<file path="config.mk">
export PLATFORM = sky130hd
export DESIGN_NAME = lpi_timer_ctrl
export DESIGN_NICKNAME = d
export VERILOG_FILES = /design/src/rtl/lpi_timer_pkg.sv /design/src/rtl/lpi_tick_div.sv /design/src/rtl/lpi_link_timer.sv /design/src/rtl/lpi_wake_timer.sv /design/src/rtl/lpi_cfg_regs.sv /design/src/rtl/lpi_timer_ctrl.sv
export SDC_FILE = /design/constraint.sdc
export NUM_CORES = 1
export LEC_CHECK = 0
export BUFFER_PORTS_ARGS = -buffer_cell sky130_fd_sc_hd__buf_2
export CORE_UTILIZATION = 45
export DETAILED_ROUTE_END_ITERATION = 10
export GPL_TIMING_DRIVEN = 0
export HOLD_SLACK_MARGIN = 0.05
export MAX_ROUTING_LAYER = met4
export PLACE_DENSITY = 0.66
export RECOVER_POWER = 100
export SYNTH_ARGS = -nofsm -noshare
export SYNTH_HDL_FRONTEND = slang
export SYNTH_SLANG_ARGS = --single-unit
</file>
<file path="constraint.sdc">
create_clock -name clk -period 2.9 [get_ports clk]
set_clock_uncertainty 0.15 [all_clocks]
set_input_delay 0.145 -clock clk [delete_from_list [all_inputs] [get_ports clk]]
set_output_delay 0.145 -clock clk [all_outputs]
set_load 0.01 [all_outputs]
</file>
<file path="src/rtl/lpi_timer_pkg.sv">
package lpi_timer_pkg;
    localparam int HOLD_W   = 10;
    localparam int WAKE_W   = 16;
    localparam int HOLD_LSB = 16;
    localparam int HOLD_RST = 1000;

    typedef enum logic [1:0] {
        ST_NORMAL    = 2'd0,
        ST_LPI       = 2'd1,
        ST_WAKE_WAIT = 2'd2
    } lpi_state_e;
endpackage

</file>
<file path="src/rtl/lpi_tick_div.sv">
module lpi_tick_div #(
    parameter int DIV = 2
) (
    input  logic clk,
    input  logic rst_n,
    input  logic clr,
    input  logic en,
    output logic tick
);
    localparam int W = (DIV > 1) ? $clog2(DIV) : 1;

    logic [W-1:0] cnt;

    assign tick = en && (cnt == W'(DIV - 1));

    always_ff @(posedge clk) begin
        if (!rst_n || clr) begin
            cnt <= '0;
        end else if (en) begin
            cnt <= tick ? '0 : cnt + 1'b1;
        end
    end
endmodule

</file>
<file path="src/rtl/lpi_link_timer.sv">
module lpi_link_timer #(
    parameter int CYC_PER_US = 125,
    parameter int US_PER_MS  = 1000,
    parameter int HOLD_W     = 10
) (
    input  logic              clk,
    input  logic              rst_n,
    input  logic              link_up,
    input  logic [HOLD_W-1:0] hold_ms,
    output logic              link_ok
);
    logic us_tick;
    logic ms_tick;
    logic [HOLD_W-1:0] ms_cnt;

    lpi_tick_div #(.DIV(CYC_PER_US)) u_us_div (
        .clk(clk), .rst_n(rst_n), .clr(!link_up), .en(link_up), .tick(us_tick)
    );

    lpi_tick_div #(.DIV(US_PER_MS)) u_ms_div (
        .clk(clk), .rst_n(rst_n), .clr(!link_up), .en(us_tick), .tick(ms_tick)
    );

    always_ff @(posedge clk) begin
        if (!rst_n || !link_up) begin
            ms_cnt <= '0;
        end else if (ms_tick && (ms_cnt != '1)) begin
            ms_cnt <= ms_cnt + 1'b1;
        end
    end

    assign link_ok = link_up && (ms_cnt >= hold_ms);

    // a dropped link leaves the millisecond count at zero
    a_r4_link_drop_clears: assert property (@(posedge clk) disable iff (!rst_n)
        !link_up |=> (ms_cnt == '0));
endmodule

</file>
<file path="src/rtl/lpi_wake_timer.sv">
module lpi_wake_timer #(
    parameter int CYC_PER_US = 125,
    parameter int WAKE_W     = 16
) (
    input  logic              clk,
    input  logic              rst_n,
    input  logic              run,
    input  logic [WAKE_W-1:0] wake_us,
    output logic              done
);
    logic us_tick;
    logic [WAKE_W-1:0] us_cnt;

    lpi_tick_div #(.DIV(CYC_PER_US)) u_us_div (
        .clk(clk), .rst_n(rst_n), .clr(!run), .en(run), .tick(us_tick)
    );

    always_ff @(posedge clk) begin
        if (!rst_n || !run) begin
            us_cnt <= '0;
        end else if (us_tick && (us_cnt != '1)) begin
            us_cnt <= us_cnt + 1'b1;
        end
    end

    assign done = run && (us_cnt >= wake_us);
endmodule

</file>
<file path="src/rtl/lpi_cfg_regs.sv">
module lpi_cfg_regs
    import lpi_timer_pkg::*;
(
    input  logic              clk,
    input  logic              rst_n,
    input  logic              reg_sel,
    input  logic              reg_wr,
    input  logic [31:0]       reg_wdata,
    output logic [31:0]       reg_rdata,
    input  logic              set_flag,
    output logic [HOLD_W-1:0] hold_ms,
    output logic [WAKE_W-1:0] wake_us,
    output logic              exit_flag
);
    always_ff @(posedge clk) begin
        if (!rst_n) begin
            hold_ms <= HOLD_W'(HOLD_RST);
            wake_us <= '0;
        end else if (reg_wr && !reg_sel) begin
            hold_ms <= reg_wdata[HOLD_LSB +: HOLD_W];
            wake_us <= reg_wdata[WAKE_W-1:0];
        end
    end

    always_ff @(posedge clk) begin
        if (!rst_n) begin
            exit_flag <= 1'b0;
        end else if (set_flag) begin
            exit_flag <= 1'b1;
        end else if (reg_wr && reg_sel && reg_wdata[0]) begin
            exit_flag <= 1'b0;
        end
    end

    always_comb begin
        reg_rdata = '0;
        if (reg_sel) begin
            reg_rdata[0] = exit_flag;
        end else begin
            reg_rdata[HOLD_LSB +: HOLD_W] = hold_ms;
            reg_rdata[WAKE_W-1:0]         = wake_us;
        end
    end
endmodule

</file>
<file path="src/rtl/lpi_timer_ctrl.sv">
module lpi_timer_ctrl
    import lpi_timer_pkg::*;
#(
    parameter int CYC_PER_US = 125,
    parameter int US_PER_MS  = 1000
) (
    input  logic        clk,
    input  logic        rst_n,
    input  logic        reg_sel,
    input  logic        reg_wr,
    input  logic [31:0] reg_wdata,
    output logic [31:0] reg_rdata,
    input  logic        lpi_en,
    input  logic        link_up,
    input  logic        lpi_exit_req,
    output logic        tx_lpi,
    output logic        tx_resume_ok,
    output logic        lpi_exit_flag
);
    lpi_state_e state, state_nx;
    logic [HOLD_W-1:0] hold_ms;
    logic [WAKE_W-1:0] wake_us;
    logic link_ok;
    logic wake_done;
    logic set_flag;

    lpi_cfg_regs u_regs (
        .clk(clk), .rst_n(rst_n), .reg_sel(reg_sel), .reg_wr(reg_wr),
        .reg_wdata(reg_wdata), .reg_rdata(reg_rdata), .set_flag(set_flag),
        .hold_ms(hold_ms), .wake_us(wake_us), .exit_flag(lpi_exit_flag)
    );

    lpi_link_timer #(.CYC_PER_US(CYC_PER_US), .US_PER_MS(US_PER_MS), .HOLD_W(HOLD_W)) u_link (
        .clk(clk), .rst_n(rst_n), .link_up(link_up), .hold_ms(hold_ms), .link_ok(link_ok)
    );

    lpi_wake_timer #(.CYC_PER_US(CYC_PER_US), .WAKE_W(WAKE_W)) u_wake (
        .clk(clk), .rst_n(rst_n), .run(state == ST_WAKE_WAIT),
        .wake_us(wake_us), .done(wake_done)
    );

    assign set_flag = (state == ST_WAKE_WAIT) && wake_done;

    always_comb begin
        state_nx = state;
        unique case (state)
            ST_NORMAL:    if (lpi_en && link_ok) state_nx = ST_LPI;
            ST_LPI:       if (!lpi_en || lpi_exit_req || !link_up) state_nx = ST_WAKE_WAIT;
            ST_WAKE_WAIT: if (wake_done) state_nx = ST_NORMAL;
            default:      state_nx = ST_NORMAL;
        endcase
    end

    always_ff @(posedge clk) begin
        if (!rst_n) state <= ST_NORMAL;
        else        state <= state_nx;
    end

    always_comb begin
        tx_lpi       = 1'b0;
        tx_resume_ok = 1'b0;
        unique case (state)
            ST_NORMAL:    tx_resume_ok = 1'b1;
            ST_LPI:       tx_lpi       = 1'b1;
            ST_WAKE_WAIT: ;
            default:      ;
        endcase
    end

    // pattern and resume permission are exclusive
    a_r9_exclusive: assert property (@(posedge clk) disable iff (!rst_n)
        !(tx_lpi && tx_resume_ok));
    // LPI_ACTIVE is only left toward WAKE_WAIT
    a_r9_lpi_order: assert property (@(posedge clk) disable iff (!rst_n)
        (state == ST_LPI) |=> (state == ST_LPI || state == ST_WAKE_WAIT));
    // WAKE_WAIT never jumps back to LPI_ACTIVE
    a_r9_wake_order: assert property (@(posedge clk) disable iff (!rst_n)
        (state == ST_WAKE_WAIT) |=> (state != ST_LPI));
    // the pattern starts only after a stable link and an enable
    a_r3_entry_gated: assert property (@(posedge clk) disable iff (!rst_n)
        $rose(tx_lpi) |-> $past(link_ok && lpi_en));
    // a link drop during LPI leaves it at the next edge
    a_r5_exit_on_drop: assert property (@(posedge clk) disable iff (!rst_n)
        (tx_lpi && !link_up) |=> !tx_lpi);
    // resuming always comes with the exit flag set
    a_r7_flag_on_resume: assert property (@(posedge clk) disable iff (!rst_n)
        ($rose(tx_resume_ok) && $past(state == ST_WAKE_WAIT)) |-> lpi_exit_flag);
endmodule

</file>
Word level (Yosys, flattened, before mapping)
Index checks and enable logic that the tools add are counted.
{ "totals": {"ff_bits": 79, "latch_bits": 0, "mem_bits_rw": 0, "rom_bits": 0, "input_bits": 39, "wordCells": 63, "memories": 0} }
{ "classes": {"n_addsub": 5, "n_mul": 0, "div": 0, "order_cmp": 2, "eq_ne": 10, "n_shift": 0, "mux": 13, "bitwise_logic": 0, "reduce_logical": 24} }
{ "ops": {"columns": ["operator", "count"], "rows": [
  ["$mux W25", 1],
  ["$add A10 B1 Y10 const B", 2],
  ["$add A16 B1 Y16 const B", 1],
  ["$ge A16 B16 Y1", 1],
  ["$ne A16 B16 Y1 const B", 1],
  ["$add A7 B1 Y7 const B", 2],
  ["$eq A7 B7 Y1 const B", 2],
  ["$mux W7", 2],
  ["$logic_and A1 B1 Y1", 12],
  ["$eq A10 B10 Y1 const B", 1],
  ["$ge A10 B10 Y1", 1],
  ["$mux W10", 1],
  ["$ne A10 B10 Y1 const B", 1],
  ["$mux W2", 3],
  ["$ne A2 B2 Y1 const B", 3],
  ["$pmux W2 S3", 1],
  ["$logic_not A1 Y1", 5],
  ["$mux W1", 5],
  ["$logic_or A1 B1 Y1", 4],
  ["$reduce_and A3 Y1", 1],
  ["$eq A2 B1 Y1 const B", 1],
  ["$eq A2 B2 Y1 const B", 1],
  ["$logic_not A2 Y1", 1],
  ["$reduce_bool A2 Y1", 1]
]} }

Depth between registers and ports, before layout
{ "logic_depth": {"depth_word": 5, "mapped_depth": 8} }

Cells and area by module
Synthesis repeated with hierarchy kept, for this count alone.
{ "hier_totals": {"cells_unflattened": 547, "area_unflattened_um2": 4635.7} }
{ "by_module_without_submodules": {"columns": ["module", "n_inst", "cells_per_inst", "area_each_um2"], "rows": [
  ["lpi_cfg_regs", 1, 154, 1358.8],
  ["lpi_wake_timer", 1, 146, 1187.4],
  ["lpi_link_timer", 1, 94, 747.0],
  ["lpi_tick_div (u_link.u_us_div ...)", 2, 41, 356.6],
  ["lpi_tick_div (u_link.u_ms_div)", 1, 58, 503.0],
  ["lpi_timer_ctrl", 1, 13, 126.4]
]} }

Worst setup path before layout
Ideal clock, no wire load.
{ "synth_timing": {"path_type": "register to register", "start": "register u_link.u_us_div.cnt[0]", "end": "register u_link.ms_cnt[6]", "t_arrival_ns": 1.605, "required_time_ns": 2.679, "setup_slack_ns": 1.075, "stages_incl_launch_ff": 9, "n_path_buf": 1, "period_less_slack_ns": 1.825, "path_cell_list": "dfxtp_1 -> inv_1 -> ha_1 -> and4_1 -> and2_4 -> buf_6 -> nand4_4 -> or4_1 -> a21oi_1"} }
{ "synth_via": {"elab_chain_len": 4} }
{ "synth_lines": {"columns": ["item", "line", "text"], "rows": [
  ["from (decl)", "lpi_tick_div.sv:12", "logic [W-1:0] cnt;"],
  ["from (signal assigned)", "lpi_tick_div.sv:20", "cnt <= tick ? '0 : cnt + 1'b1;"],
  ["$eq A7 B7 Y1", "lpi_tick_div.sv:14", "assign tick = en && (cnt == W'(DIV - 1));"],
  ["$logic_and A1 B1 Y1 (2 in a row)", "lpi_tick_div.sv:14", null],
  ["$logic_and A1 B1 Y1", "lpi_link_timer.sv:27", "end else if (ms_tick && (ms_cnt != '1)) begin"],
  ["to (signal assigned)", "lpi_link_timer.sv:28", "ms_cnt <= ms_cnt + 1'b1;"],
  ["to (decl)", "lpi_link_timer.sv:14", "logic [HOLD_W-1:0] ms_cnt;"]
]} }
Every way passes these cells.
A chain may end at the register's enable or synchronous reset.

Worst setup path in the final report
{ "layout_timing": {"start": "register u_link.u_us_div.cnt[0]", "end": "register u_link.ms_cnt[7]"} }
Same word-level chain as after synthesis.

==> results.sh <==
export IMPL_crit_buf_inv=2
export IMPL_die_area_um2=10100
export IMPL_synth_seq_cells=79
export IMPL_cts_root_buffer="clkbuf_8"
export IMPL_ff2ff_path_depth=8
export IMPL_crit_chain="inv_1 > ha_1 > and4_1 > and2_2 > clkbuf_1 > nand4_1 > or4_1 > a21oi_1"
export IMPL_htree_levels=3
export IMPL_drv_slew=0
export IMPL_fin_crit_ns=2.43
export IMPL_r2r_start="u_link.u_us_div.cnt[0]"
export IMPL_synth_xor_area_share_pct=5.40
export IMPL_switching_share_pct=24.1
export IMPL_slowest_delay_ns=0.48
export IMPL_layout_nets=708
export IMPL_clk_pin_slew_ns=0.08
export IMPL_ioPinCount=74
export IMPL_drv_cap=0
export IMPL_core_um2=9330
export IMPL_synth_edff_count=0
export IMPL_crit_path_end_kind="register"
export IMPL_syn_to_final_growth_pct=19.7
export IMPL_start_util_pct=46.9
export IMPL_p_comb_share_pct=9.2
export IMPL_via_per_inst=5.06
export IMPL_worstHoldStart="reg_wr"
export IMPL_worst_pin_slew_ns=0.954
export IMPL_async_flop_share_pct=0
export IMPL_yosysWarnings=0
export IMPL_pwr_share_clk_pct=39.3
export IMPL_clkLatencyLatePin_ns=0.35
export IMPL_grt_pass1_vias=3638
export IMPL_yosysTopAreaCell="dfxtp_1"
export IMPL_cp_required_ns=3.03
export IMPL_start_kind="register"
export IMPL_yosysTopAreaCellShare_pct=36.1
export IMPL_layout_drive_gt1_share_pct=9.98
export IMPL_drtAntennaViolNets=0
export IMPL_holdPathEnd="u_regs.exit_flag"
export IMPL_hold_viol_final=0
export IMPL_seqPwrFrac_pct=51.5
export IMPL_synth_top_cells_by_area="dfxtp_1, ha_1, nand2_1"
export IMPL_mappedNetlistArea_um2=4380
export IMPL_arrival_ns=2.56
export IMPL_intPower_mw=1.64
export IMPL_wirelength_um=10200
export IMPL_seq_area_frac_synth_pct=36.1
export IMPL_cp_slowest_cell="or4_1"
export IMPL_cts_tree="yes"
export IMPL_drt_pass1_iterations=5
export IMPL_avgSynthCellArea_um2=8.27
export IMPL_layout_common_cells="dfxtp_1, nor2_1, nand2_1"
export IMPL_die_h_um=101
export IMPL_dpl_instance_area_um2=4860
export IMPL_rows=35
export IMPL_grt_pass1_wl_um=17100
export IMPL_power_density_nw_per_um2=412
export IMPL_p_sw_mw=0.521
export IMPL_crit_fanout=9
export IMPL_grt_max_degree=14
export IMPL_port_buffers=60
export IMPL_diodes=0
export IMPL_fin_crit_sh_pct=83.7
export IMPL_final_setup_viol_count=0
export IMPL_synth_ff_type="dfxtp_1"
export IMPL_cts_buffers=9
export IMPL_fmax_mhz=412
export IMPL_fin_util_pct=56.1
export IMPL_post_cts_buffers=0
export IMPL_clock_path_buffers=2
export IMPL_antenna_found_initial=0
export IMPL_hold_path_class="input port to register"
export IMPL_drc=0
export IMPL_syn_inst=529
export IMPL_synth_compound_area_share_pct=14.8
export IMPL_reg2reg_setup_slack_ns=0.47
export IMPL_grtUsageTotal_pct=22.0
export IMPL_final_setup_tns_ns=0
export IMPL_clkSinkCount=79
export IMPL_crit_type="register to register"
export IMPL_synth_fa_ha_area_share_pct=9.44
export IMPL_dp_hpwl_um=7520
export IMPL_die_w_um=101
export IMPL_drt_iter0_markers=120
export IMPL_layout_commonest_cell="dfxtp_1"
export IMPL_yosys_area_share_simple_pct=26.5
export IMPL_synth_top_family_by_area="simple AND/OR/NAND/NOR gates"
export IMPL_peakVddDrop_mv=0.254
export IMPL_place_ws_ns=0.842
export IMPL_status="finished clean"
export IMPL_power_leakage_nw=2.00
export IMPL_fin_ws_ns=0.472
export IMPL_relSlewSlack_pct=34.8
export IMPL_synthDistinctLibCells=52
export IMPL_gp_congestion=0.821
export IMPL_holdPathStages=3
export IMPL_globalRouteOverflowTotal=0
export IMPL_r2r_end="u_link.ms_cnt[7]"
export IMPL_vias=3897
export IMPL_synth_mux_area_share_pct=1.17
export IMPL_rsz0062_at_grt="no"
export IMPL_wl_per_cell_um=13.2
export IMPL_crit_family="simple AND/OR/NAND/NOR gates"
export IMPL_final_area_um2=5240
export IMPL_whs_ns=0.107
-- how the worst max path moves through the flow --
stage | startpoint | endpoint | slack, ns | cells after the start
after floorplan | u_link.u_us_div.cnt[0] | u_link.ms_cnt[6] | 1.07 | 8
after global placement | u_wake.us_cnt[0] | u_wake.us_cnt[8] | 0.88 | 7
after detailed placement | u_wake.us_cnt[0] | u_wake.us_cnt[8] | 0.84 | 7
after CTS | u_link.ms_cnt[0] | state[0] | 0.48 | 8
after global routing | u_link.u_us_div.cnt[0] | u_link.ms_cnt[6] | 0.25 | 8
final | u_link.u_us_div.cnt[0] | u_link.ms_cnt[7] | 0.47 | 8
-- Yosys cell counts, types with 2 or more instances --
| cell | count |
|---|---|
| nor2b_1 | 5 |
| o211ai_1 | 6 |
| a2111oi_2 | 5 |
| or3_1 | 6 |
| nand2b_1 | 5 |
| nor3_4 | 2 |
| nor3_1 | 2 |
| buf_4 | 7 |
| a31o_1 | 2 |
| nand4b_1 | 2 |
| nor4_1 | 2 |
| nand4_1 | 12 |
| or4_1 | 4 |
| nand4_2 | 3 |
| nand3_1 | 18 |
| a21oi_1 | 23 |
| clkbuf_1 | 17 |
| and2_1 | 4 |
| o21ai_0 | 13 |
| mux2i_1 | 4 |
| xnor2_1 | 16 |
| xor2_1 | 11 |
| a21boi_0 | 20 |
| nand2_1 | 70 |
| a31oi_1 | 2 |
| ha_1 | 33 |
| dfxtp_1 | 79 |
| inv_1 | 39 |
| and4_1 | 8 |
| a211oi_1 | 5 |
| a21o_1 | 2 |
| a41oi_1 | 2 |
| buf_2 | 2 |
| o31ai_1 | 5 |
| and3_1 | 7 |
| nor2_1 | 70 |
-- tightest hold or removal path: stages --
cell and delay (ns):
clkbuf_1 0.13, a31oi_1 0.19, a31o_2 0.11
-- cell families after synthesis --
kind of cell               Yosys count
xor gates and xnor gates            27
AOI/OAI and AO/OA                   90
DFF                                 79
adders and majority gates           33
muxes                                5
other                                1
buffers and inverters               66
and+or+nand+nor                    228
-- flip-flops by register name, summed over array words and instances (netlist names) --
| name | cells |
|---|---|
| u_link.u_ms_div.cnt | 10 |
| u_link.ms_cnt | 10 |
| u_wake.u_us_div.cnt | 7 |
| u_link.u_us_div.cnt | 7 |
| u_regs.hold_ms | 10 |
| u_wake.us_cnt | 16 |
| u_regs.wake_us | 16 |
| u_regs.exit_flag | 1 |
| state | 2 |
-- per-stage QoR --
stage / instances / power, mW
floorplan: 534 / 1.24
global placement: 723 / 1.31
detailed placement: 723 / 1.31
CTS: 770 / 2.18
global route: 770 / 2.26
finish: 770 / 2.16
-- power by group through the flow --
stage | clock, mW | sequential (mW) | combinational, mW
floorplan | 0 | 1.14 | 0.105
global placement | 0 | 1.14 | 0.168
detailed placement | 0 | 1.14 | 0.170
CTS | 0.869 | 1.11 | 0.201
global route | 0.920 | 1.11 | 0.221
finish | 0.849 | 1.11 | 0.198
-- per-layer routing --
layer | share of wire, % | global-route usage (%) | vias to the layer above
li1 | - | - | 2015
met1 | 49 | 28.1 | 1795
met2 | 47 | 35.9 | 76
met3 | 3.3 | 2.64 | 11
met4 | 1.2 | 7.80 | 0
met5 | 0 | - | -
-- cell type report --
type,instances,area (µm²)
fillers,882,4090
flip-flops and latches,79,1580
well taps,129,161
clock inverters,5,56.3
plain buffers,27,129
clock buffers,11,151
multi-input cells,389,2440
inverters,39,146
repair buffers,91,574
-- repair_timing --
action                                 4_1_cts  5_1_grt
hold buffers                                31        0
endpoints found under the hold margin       31        0
gates resized for setup                      0        0
Note: power is estimated with default switching activity, not from simulation.
